$ cat config.mk
export PLATFORM = sky130hd
export DESIGN_NAME = icyc_seq
export DESIGN_NICKNAME = d
export VERILOG_FILES = /design/src/rtl/icyc_pkg.sv /design/src/rtl/icyc_dpath.sv /design/src/rtl/icyc_ctrl.sv /design/src/rtl/icyc_seq.sv
export SDC_FILE = /design/constraint.sdc
export NUM_CORES = 1
export LEC_CHECK = 0
export ABC_CLOCK_PERIOD_IN_PS = 5900
export BUFFER_PORTS_ARGS = -buffer_cell sky130_fd_sc_hd__buf_2
export CAP_MARGIN = 20
export CORE_ASPECT_RATIO = 0.75
export CORE_MARGIN = 5
export CORE_UTILIZATION = 58
export CTS_CLUSTER_SIZE = 28
export DETAILED_ROUTE_END_ITERATION = 6
export PLACE_DENSITY = 0.79
export SLEW_MARGIN = 15
export SYNTH_ARGS = -nofsm -noshare
export SYNTH_HDL_FRONTEND = slang
export SYNTH_HIERARCHICAL = 1
export SYNTH_SLANG_ARGS = --single-unit
$ cat constraint.sdc
create_clock -name clk -period 5.9 [get_ports clk]
set_input_delay 0.885 -clock clk [delete_from_list [all_inputs] [get_ports clk]]
set_output_delay 0.885 -clock clk [all_outputs]
set_load 0.01 [all_outputs]
$ cat src/rtl/icyc_pkg.sv
package icyc_pkg;

  localparam int OPC_W = 4;

  typedef enum logic [OPC_W-1:0] {
    OP_NOP = 4'd0,
    OP_LDA = 4'd1,
    OP_STA = 4'd2,
    OP_ADD = 4'd3,
    OP_JMP = 4'd4,
    OP_EI  = 4'd5,
    OP_DI  = 4'd6,
    OP_RTI = 4'd7
  } op_e;

  typedef enum logic [3:0] {
    S_FADDR, S_FREAD, S_FLOAD, S_DEC,
    S_IREAD, S_IADDR, S_EXEC, S_OREAD,
    S_ALU,   S_WRITE, S_RREAD, S_CHK,
    S_ISAVE
  } st_e;

  typedef enum logic [2:0] {MAR_HOLD, MAR_PC, MAR_IR, MAR_MBR, MAR_SAVE} mar_sel_e;
  typedef enum logic [1:0] {MBR_HOLD, MBR_MEM, MBR_ACC, MBR_PC} mbr_sel_e;
  typedef enum logic [2:0] {PC_HOLD, PC_INC, PC_MAR, PC_MEM, PC_VEC} pc_sel_e;
  typedef enum logic [1:0] {ACC_HOLD, ACC_LOAD, ACC_ADD} acc_sel_e;
  typedef enum logic [1:0] {IE_HOLD, IE_SET, IE_CLR} ie_sel_e;

  typedef struct packed {
    mar_sel_e mar;
    mbr_sel_e mbr;
    pc_sel_e  pc;
    acc_sel_e acc;
    ie_sel_e  ie;
    logic     ir_ld;
  } ctl_t;

endpackage

$ cat src/rtl/icyc_dpath.sv
module icyc_dpath
  import icyc_pkg::*;
#(
  parameter int DATA_W     = 16,
  parameter int ADDR_W     = 11,
  parameter int SAVE_ADDR  = 0,
  parameter int VEC_ADDR   = 1
) (
  input  logic              clk,
  input  logic              rst,
  input  ctl_t              ctl,
  input  logic [DATA_W-1:0] mem_rdata,
  output logic [ADDR_W-1:0] pc,
  output logic [ADDR_W-1:0] mar,
  output logic [DATA_W-1:0] mbr,
  output logic [DATA_W-1:0] ir,
  output logic [DATA_W-1:0] acc,
  output logic              ie
);

  localparam logic [ADDR_W-1:0] SAVE_A = ADDR_W'(SAVE_ADDR);
  localparam logic [ADDR_W-1:0] VEC_A  = ADDR_W'(VEC_ADDR);

  always_ff @(posedge clk) begin
    if (rst) begin
      pc <= '0;
    end else begin
      case (ctl.pc)
        PC_INC:  pc <= pc + 1'b1;
        PC_MAR:  pc <= mar;
        PC_MEM:  pc <= mem_rdata[ADDR_W-1:0];
        PC_VEC:  pc <= VEC_A;
        default: pc <= pc;
      endcase
    end
  end

  always_ff @(posedge clk) begin
    if (rst) begin
      mar <= '0;
    end else begin
      case (ctl.mar)
        MAR_PC:   mar <= pc;
        MAR_IR:   mar <= ir[ADDR_W-1:0];
        MAR_MBR:  mar <= mbr[ADDR_W-1:0];
        MAR_SAVE: mar <= SAVE_A;
        default:  mar <= mar;
      endcase
    end
  end

  always_ff @(posedge clk) begin
    if (rst) begin
      mbr <= '0;
    end else begin
      case (ctl.mbr)
        MBR_MEM: mbr <= mem_rdata;
        MBR_ACC: mbr <= acc;
        MBR_PC:  mbr <= DATA_W'(pc);
        default: mbr <= mbr;
      endcase
    end
  end

  always_ff @(posedge clk) begin
    if (rst) begin
      ir <= '0;
    end else if (ctl.ir_ld) begin
      ir <= mbr;
    end
  end

  always_ff @(posedge clk) begin
    if (rst) begin
      acc <= '0;
    end else begin
      case (ctl.acc)
        ACC_LOAD: acc <= mbr;
        ACC_ADD:  acc <= acc + mbr;
        default:  acc <= acc;
      endcase
    end
  end

  always_ff @(posedge clk) begin
    if (rst) begin
      ie <= 1'b0;
    end else begin
      case (ctl.ie)
        IE_SET:  ie <= 1'b1;
        IE_CLR:  ie <= 1'b0;
        default: ie <= ie;
      endcase
    end
  end

endmodule

$ cat src/rtl/icyc_ctrl.sv
module icyc_ctrl
  import icyc_pkg::*;
(
  input  logic             clk,
  input  logic             rst,
  input  logic [OPC_W-1:0] opc,
  input  logic             ind,
  input  logic             ie,
  input  logic             irq,
  input  logic             mem_ready,
  output ctl_t             ctl,
  output st_e              st,
  output logic             mem_rd,
  output logic             mem_wr
);

  st_e nxt;
  op_e op;
  logic uses_ea;

  assign op      = op_e'(opc);
  assign uses_ea = (op == OP_LDA) || (op == OP_STA) || (op == OP_ADD) || (op == OP_JMP);

  always_ff @(posedge clk) begin
    if (rst) st <= S_FADDR;
    else     st <= nxt;
  end

  always_comb begin
    ctl = '{mar: MAR_HOLD, mbr: MBR_HOLD, pc: PC_HOLD, acc: ACC_HOLD, ie: IE_HOLD, ir_ld: 1'b0};
    nxt = st;
    case (st)
      S_FADDR: begin
        ctl.mar = MAR_PC;
        nxt     = S_FREAD;
      end
      S_FREAD: if (mem_ready) begin
        ctl.mbr = MBR_MEM;
        ctl.pc  = PC_INC;
        nxt     = S_FLOAD;
      end
      S_FLOAD: begin
        ctl.ir_ld = 1'b1;
        nxt       = S_DEC;
      end
      S_DEC: begin
        ctl.mar = MAR_IR;
        nxt     = (uses_ea && ind) ? S_IREAD : S_EXEC;
      end
      S_IREAD: if (mem_ready) begin
        ctl.mbr = MBR_MEM;
        nxt     = S_IADDR;
      end
      S_IADDR: begin
        ctl.mar = MAR_MBR;
        nxt     = S_EXEC;
      end
      S_EXEC: begin
        case (op)
          OP_LDA, OP_ADD: nxt = S_OREAD;
          OP_STA: begin
            ctl.mbr = MBR_ACC;
            nxt     = S_WRITE;
          end
          OP_JMP: begin
            ctl.pc = PC_MAR;
            nxt    = S_CHK;
          end
          OP_EI: begin
            ctl.ie = IE_SET;
            nxt    = S_CHK;
          end
          OP_DI: begin
            ctl.ie = IE_CLR;
            nxt    = S_CHK;
          end
          OP_RTI: begin
            ctl.mar = MAR_SAVE;
            nxt     = S_RREAD;
          end
          default: nxt = S_CHK;
        endcase
      end
      S_OREAD: if (mem_ready) begin
        ctl.mbr = MBR_MEM;
        nxt     = S_ALU;
      end
      S_ALU: begin
        ctl.acc = (op == OP_LDA) ? ACC_LOAD : ACC_ADD;
        nxt     = S_CHK;
      end
      S_WRITE: if (mem_ready) nxt = S_CHK;
      S_RREAD: if (mem_ready) begin
        ctl.pc = PC_MEM;
        ctl.ie = IE_SET;
        nxt    = S_CHK;
      end
      S_CHK: begin
        if (ie && irq) begin
          ctl.ie  = IE_CLR;
          ctl.mbr = MBR_PC;
          ctl.mar = MAR_SAVE;
          nxt     = S_ISAVE;
        end else begin
          nxt = S_FADDR;
        end
      end
      S_ISAVE: if (mem_ready) begin
        ctl.pc = PC_VEC;
        nxt    = S_FADDR;
      end
      default: nxt = S_FADDR;
    endcase
  end

  assign mem_rd = (st == S_FREAD) || (st == S_IREAD) || (st == S_OREAD) || (st == S_RREAD);
  assign mem_wr = (st == S_WRITE) || (st == S_ISAVE);

  // never read and write in the same cycle
  a_r10_one_strobe: assert property (@(posedge clk) disable iff (rst) !(mem_rd && mem_wr));

  // with interrupts masked, the end-of-instruction check always returns to fetch
  a_r7_masked: assert property (@(posedge clk) disable iff (rst)
    (st == S_CHK && !ie) |=> (st == S_FADDR));

endmodule

$ cat src/rtl/icyc_seq.sv
module icyc_seq
  import icyc_pkg::*;
#(
  parameter int DATA_W    = 16,
  parameter int ADDR_W    = DATA_W - OPC_W - 1,
  parameter int SAVE_ADDR = 0,
  parameter int VEC_ADDR  = 1
) (
  input  logic              clk,
  input  logic              rst,
  output logic [ADDR_W-1:0] mem_addr,
  output logic              mem_rd,
  output logic              mem_wr,
  output logic [DATA_W-1:0] mem_wdata,
  input  logic [DATA_W-1:0] mem_rdata,
  input  logic              mem_ready,
  input  logic              irq,
  output logic [ADDR_W-1:0] pc_out,
  output logic [DATA_W-1:0] acc_out,
  output logic              int_en
);

  ctl_t              ctl;
  st_e               st;
  logic [ADDR_W-1:0] mar;
  logic [DATA_W-1:0] mbr;
  logic [DATA_W-1:0] ir;

  icyc_dpath #(
    .DATA_W(DATA_W), .ADDR_W(ADDR_W), .SAVE_ADDR(SAVE_ADDR), .VEC_ADDR(VEC_ADDR)
  ) u_dpath (
    .clk(clk), .rst(rst), .ctl(ctl), .mem_rdata(mem_rdata),
    .pc(pc_out), .mar(mar), .mbr(mbr), .ir(ir), .acc(acc_out), .ie(int_en)
  );

  icyc_ctrl u_ctrl (
    .clk(clk), .rst(rst),
    .opc(ir[DATA_W-1 -: OPC_W]), .ind(ir[ADDR_W]),
    .ie(int_en), .irq(irq), .mem_ready(mem_ready),
    .ctl(ctl), .st(st), .mem_rd(mem_rd), .mem_wr(mem_wr)
  );

  assign mem_addr  = mar;
  assign mem_wdata = mbr;

  // reset leaves the machine state cleared
  a_r1_reset_state: assert property (@(posedge clk)
    rst |=> (pc_out == '0 && acc_out == '0 && !int_en && !mem_rd && !mem_wr));

  // a pending access keeps its address until ready
  a_r10_addr_hold: assert property (@(posedge clk) disable iff (rst)
    ((mem_rd || mem_wr) && !mem_ready) |=> $stable(mem_addr));

  // a pending read stays asserted
  a_r10_rd_hold: assert property (@(posedge clk) disable iff (rst)
    (mem_rd && !mem_ready) |=> mem_rd);

  // a pending write keeps strobe and data
  a_r10_wr_hold: assert property (@(posedge clk) disable iff (rst)
    (mem_wr && !mem_ready) |=> (mem_wr && $stable(mem_wdata)));

  // a completed fetch read advances the program counter by one
  a_r2_pc_step: assert property (@(posedge clk) disable iff (rst)
    (st == S_FREAD && mem_ready) |=> (pc_out == $past(pc_out) + 1'b1));

  // the save cycle targets the save word with interrupts masked
  a_r8_save_slot: assert property (@(posedge clk) disable iff (rst)
    (st == S_ISAVE) |-> (mem_addr == ADDR_W'(SAVE_ADDR) && !int_en));

  // after the save the program counter points at the handler
  a_r8_vector: assert property (@(posedge clk) disable iff (rst)
    (st == S_ISAVE && mem_ready) |=> (pc_out == ADDR_W'(VEC_ADDR)));

endmodule

---- Word level (Yosys, flattened, before mapping) ----
Index checks and enable logic that the tools add are counted.
word-level totals
  register bits after elaboration ......... 75
  input bits .............................. 20
  output and inout port bits .............. 57
  logic and storage cells ................. 98
operators by class
  add/subtract/negate cells ............... 2
  equal/unequal tests ..................... 39
  multiplexer cells ....................... 31
  reduce and logical (&&, ||, !) cells .... 19
operator list
  kind                                                                    count
  11-bit one-hot mux with 4 select lines                                  2
  16-bit one-hot mux with 3 select lines                                  1
  4-bit one-hot mux with 12 select lines                                  1
  4-bit by 3-bit equality test with 1-bit output (second input constant)  8
  16-bit one-hot mux with 2 select lines                                  1
  4-bit two-way mux                                                       7
  4-bit equality test (second input constant)                             5
  16-bit adder                                                            1
  4-bit by 2-bit equality test with 1-bit output (second input constant)  4
  3-bit one-hot mux with 5 select lines                                   1
  2-bit two-way mux                                                       7
  3-bit by 2-bit equality test with 1-bit output (second input constant)  4
  3-bit one-hot mux with 4 select lines                                   1
  4-bit one-hot mux with 3 select lines                                   1
  11-bit by 1-bit adder with 11-bit output (second input constant)        1
  2-bit equality test (second input constant)                             4
  4-bit by 1-bit equality test with 1-bit output (second input constant)  2
  2-bit inequality test (second input constant)                           4
  2-bit one-hot mux with 4 select lines                                   1
  4-bit nonzero test                                                      2
  1-bit logical OR                                                        7
  2-bit by 1-bit equality test with 1-bit output (second input constant)  3
  3-bit by 1-bit equality test with 1-bit output (second input constant)  2
  3-bit equality test (second input constant)                             2
  13 further kinds                                                        19

---- Longest topological paths before layout ----
  depth in word-level cells ............... 7
  gate-level depth with buffers ........... 13
  gate-level depth less buffers ........... 10

---- Cells and area by module ----
Netlist, hierarchy kept.
modules (own cells, without submodules)
  module      times used  cells an instance  area an instance (sq um)  seq. area each (sq um)
  icyc_dpath  1           514                4433.0                    1421.4
  icyc_ctrl   1           90                 598.1                     80.1

---- Worst setup path before layout ----
OpenSTA, ideal clock, no wires.
  path type ............................... input to register
  start ................................... in mem_ready
  end ..................................... reg u_dpath.pc[6]
  setup time .............................. 71 ps
  arrival time ............................ 2400 ps
  required time ........................... 5829 ps
  path slack .............................. 3429 ps
  stages on the path ...................... 11
  buffers on the path ..................... 3
  cell sequence ........................... clkbuf_1 nand3_1 o31ai_1 buf_2 nor2_2 nand2_1 nand2_1 buf_2 nor4_1 o21ai_1 a21oi_1
RTL lines
  element               line              source
  start, declared       icyc_seq.sv:16    input logic mem_ready,
  end signal, assigned  icyc_dpath.sv:29  PC_INC: pc <= pc + 1'b1;
  end signal, assigned  icyc_dpath.sv:30  PC_MAR: pc <= mar;
  end signal, assigned  icyc_dpath.sv:31  PC_MEM: pc <= mem_rdata[ADDR_W-1:0];
  end, declared         icyc_dpath.sv:13  output logic [ADDR_W-1:0] pc,

==> impl_metrics.json <==
{
  "outcome": "finished clean",
  "slew_viol_final": 0,
  "skew_ns": 0.006152,
  "dp_hpwl_um": 10130,
  "min_delay_worst_endpoint": "u_dpath/mar[2]",
  "reg2reg_depth": 9,
  "start_kind": "register",
  "clk_pin_slew_ns": 0.06,
  "rrSetupSlack_ns": 2.57,
  "cap_viol_max_count": 0,
  "powerDensity_nw_per_um2": 251.0,
  "wl_per_cell_um": 18.82,
  "critPathCaptureType": "register",
  "power.leakage_nw": 2.265,
  "io_buffer_count": 76,
  "ant_nets": 0,
  "finalCriticalPeriod_ns": 3.335,
  "netlist_area_um2": 5031,
  "min-delay-start": "u_dpath/mar[2]",
  "die_x_um": 117.5,
  "tritoncts": "yes",
  "finalSetupViolCount": 0,
  "gp_congestion": 0.9241,
  "synth.avg_cell_area_um2": 8.330,
  "placed_area_um2": 5438,
  "htreeDepth": 3,
  "diodes": 0,
  "yosysSeqAreaShare": 0.2984,
  "cp.arrival_ns": 3.53,
  "final_core_util": 0.6775,
  "wl_um": 14420,
  "nets": 693,
  "cts_root_buf": "clkbuf_16",
  "stdcell_area_um2": 5728,
  "start_util": 0.5951,
  "clk_path_buf_depth": 2,
  "met2WireLength_um": 6369,
  "rows": 29,
  "cts.sinks": 75,
  "reg2reg_from": "u_ctrl/st[1]",
  "grt_use_total": 0.2634,
  "dr_wl_met3_um": 1265,
  "vdd_drop_max_v": 0.0001694,
  "hold_violations": 0,
  "drt-met1-wl_um": 6581,
  "async_flop_share": 0,
  "layout-drive-gt1-share": 0.1976,
  "syn-num-nets": 643,
  "critPathLaunch": "u_ctrl/st[1]",
  "setup_tns_ns": 0,
  "worst_hold_slack_ns": 0.4930,
  "drt-vias-per-instance": 6.445,
  "dr.max_layer_used": "met4",
  "period_share": 0.5652,
  "critPathMaxFanout": 25,
  "boundaryPins": 77,
  "synth_flop_cell": "dfxtp_1",
  "ys_types": 69,
  "vias": 4937,
  "grt_pass1_vias": 4568,
  "grt_max_degree": 76,
  "drc": 0,
  "die_y_um": 90.66,
  "postCtsHoldBufs": 0,
  "antenna_found_initial": 0,
  "ys_ff_latch": 75,
  "cts_setup_buffers": 0,
  "die_area_um2": 10660,
  "cts_resized": 0,
  "worstSetupPathType": "reg2reg",
  "holdPathStages": 2,
  "synth_edf_count": 0,
  "ys_warn_count": 6,
  "slew_headroom": 0.4449,
  "grt_overflow": 0,
  "drt_pre_antenna_iters": 5,
  "cp.required_ns": 6.09,
  "worstSkewPairLatency_ns": 0.33,
  "area_delta_synth_final_pct": 13.85,
  "grt_pass1_wl_um": 23460,
  "netlist_instances": 604,
  "tightest_slew_ns": 0.8327,
  "max_freq_ghz": 0.2999,
  "r2r-end": "u_dpath/pc[3]",
  "hold_class": "reg2reg",
  "core_area_um2": 8454,
  "numCtsBuffers": 9,
  "dr.first_iter.drc_count": 554,
  "grt_setup_unrepaired": "no"
}
==> metal layers <==
layer | vias to the layer above | GRT usage
li1 | 2326 | -
met1 | 2344 | 0.3810
met2 | 246 | 0.3879
met3 | 21 | 0.06262
met4 | 0 | 0.07927
met5 | - | 0
==> cells in the mapped netlist (all sizes together) (2+ instances only) <==
library cell | n | share of area
a211oi | 30 | 0.051
a21o | 6 | 0.0092
a21oi | 52 | 0.053
a22oi | 6 | 0.0099
a2bb2oi | 2 | 0.0035
a311oi | 2 | 0.0047
a31oi | 5 | 0.0062
a41o | 2 | 0.0040
a41oi | 2 | 0.0035
and2 | 3 | 0.0037
and3 | 6 | 0.0075
and3b | 3 | 0.0052
buf | 16 | 0.017
clkbuf | 29 | 0.022
dfxtp | 75 | 0.30
ha | 18 | 0.045
inv | 14 | 0.010
mux2i | 50 | 0.099
mux4 | 11 | 0.049
nand2 | 35 | 0.027
nand2b | 5 | 0.0062
nand3 | 16 | 0.016
nand3b | 2 | 0.0030
nand4 | 4 | 0.0050
nor2 | 82 | 0.062
nor2b | 22 | 0.028
nor3 | 4 | 0.0040
nor3b | 7 | 0.010
nor4 | 3 | 0.0037
o211ai | 3 | 0.0045
o21a | 2 | 0.0030
o21ai | 37 | 0.037
o21bai | 2 | 0.0037
o221ai | 2 | 0.0035
o22ai | 7 | 0.0099
o31ai | 7 | 0.010
o32ai | 5 | 0.0087
xnor2 | 8 | 0.014
xor2 | 4 | 0.0070
==> how the worst max path moves through the flow <==
stage / cells past startpoint / end
2_1_floorplan: 11 / u_dpath/pc[6]
3_3_place_gp: 7 / u_dpath/pc[3]
3_5_place_dp: 9 / u_dpath/pc[3]
4_1_cts: 9 / u_dpath/pc[3]
5_1_grt: 9 / u_dpath/pc[3]
6_report: 9 / u_dpath/pc[3]
==> stage by stage <==
| stage | cells | setup slack [ns] | power (mW) |
|---|---|---|---|
| finish | 766 | 2.565 | 1.438 |
| detailed placement | 751 | 2.341 | 0.8977 |
| global placement | 750 | 2.539 | 0.8878 |
| global route | 766 | 2.233 | 1.501 |
| CTS | 766 | 2.337 | 1.439 |
| floorplan | 604 | 3.429 | 0.8019 |
==> registers in the layout (all words and copies together) (netlist names) <==
register     flops
u_dpath/acc     16
u_dpath/ir      16
u_dpath/mbr     16
u_dpath/mar     11
u_dpath/pc      11
u_ctrl/st        4
u_dpath/ie       1
==> layout by cell type (no fill, tap or decap), drive strengths merged, types with 8 or more instances in the layout <==
| cell type | count |
|---|---|
| ha | 18 |
| dfxtp | 75 |
| inv | 14 |
| nor2 | 82 |
| o21ai | 37 |
| a21oi | 52 |
| xnor2 | 8 |
| buf | 84 |
| mux2i | 50 |
| nand2 | 35 |
| nand3 | 16 |
| nor2b | 22 |
| mux4 | 11 |
| a211oi | 30 |
| clkbuf | 10 |
==> cell type report <==
class                      count  area (um^2)
clock buffer                  10        229.0
clock inverter                 5        55.05
fill                         680         2726
inverter                      14        52.55
multi-input combinational    470         3311
sequential                    75         1501
tap                          108        135.1
timing repair buffer          84        444.2
==> cell families (layout without fill, tap and decap cells) <==
kind of cell | after synthesis | after routing | share of synthesized area
adders and majority gates | 19 | 19 | 0.04875
AOI/OAI and AO/OA | 181 | 181 | 0.2430
xor gates and xnor gates | 12 | 12 | 0.02089
and+or+nand+nor | 196 | 196 | 0.1880
DFF | 75 | 75 | 0.2984
buffers and inverters | 59 | 113 | 0.04924
muxes | 62 | 62 | 0.1517
==> worst max-delay path: stages (launching register included) <==
cell,delay (ns)
dfxtp_1,0.81
nand2_1,0.17
nor2_1,0.12
a21oi_1,0.08
nor3b_4,0.71
nor3_1,0.20
nor2_1,0.62
o21ai_0,0.20
a22oi_1,0.23
nor2_1,0.06
==> power breakdown <==
group / switching [mW] / internal (mW)
clock network: 0.215 / 0.324
logic: 0.172 / 0.130
registers: 0.0571 / 0.541
No activity file was read; power rests on OpenSTA's default activity.
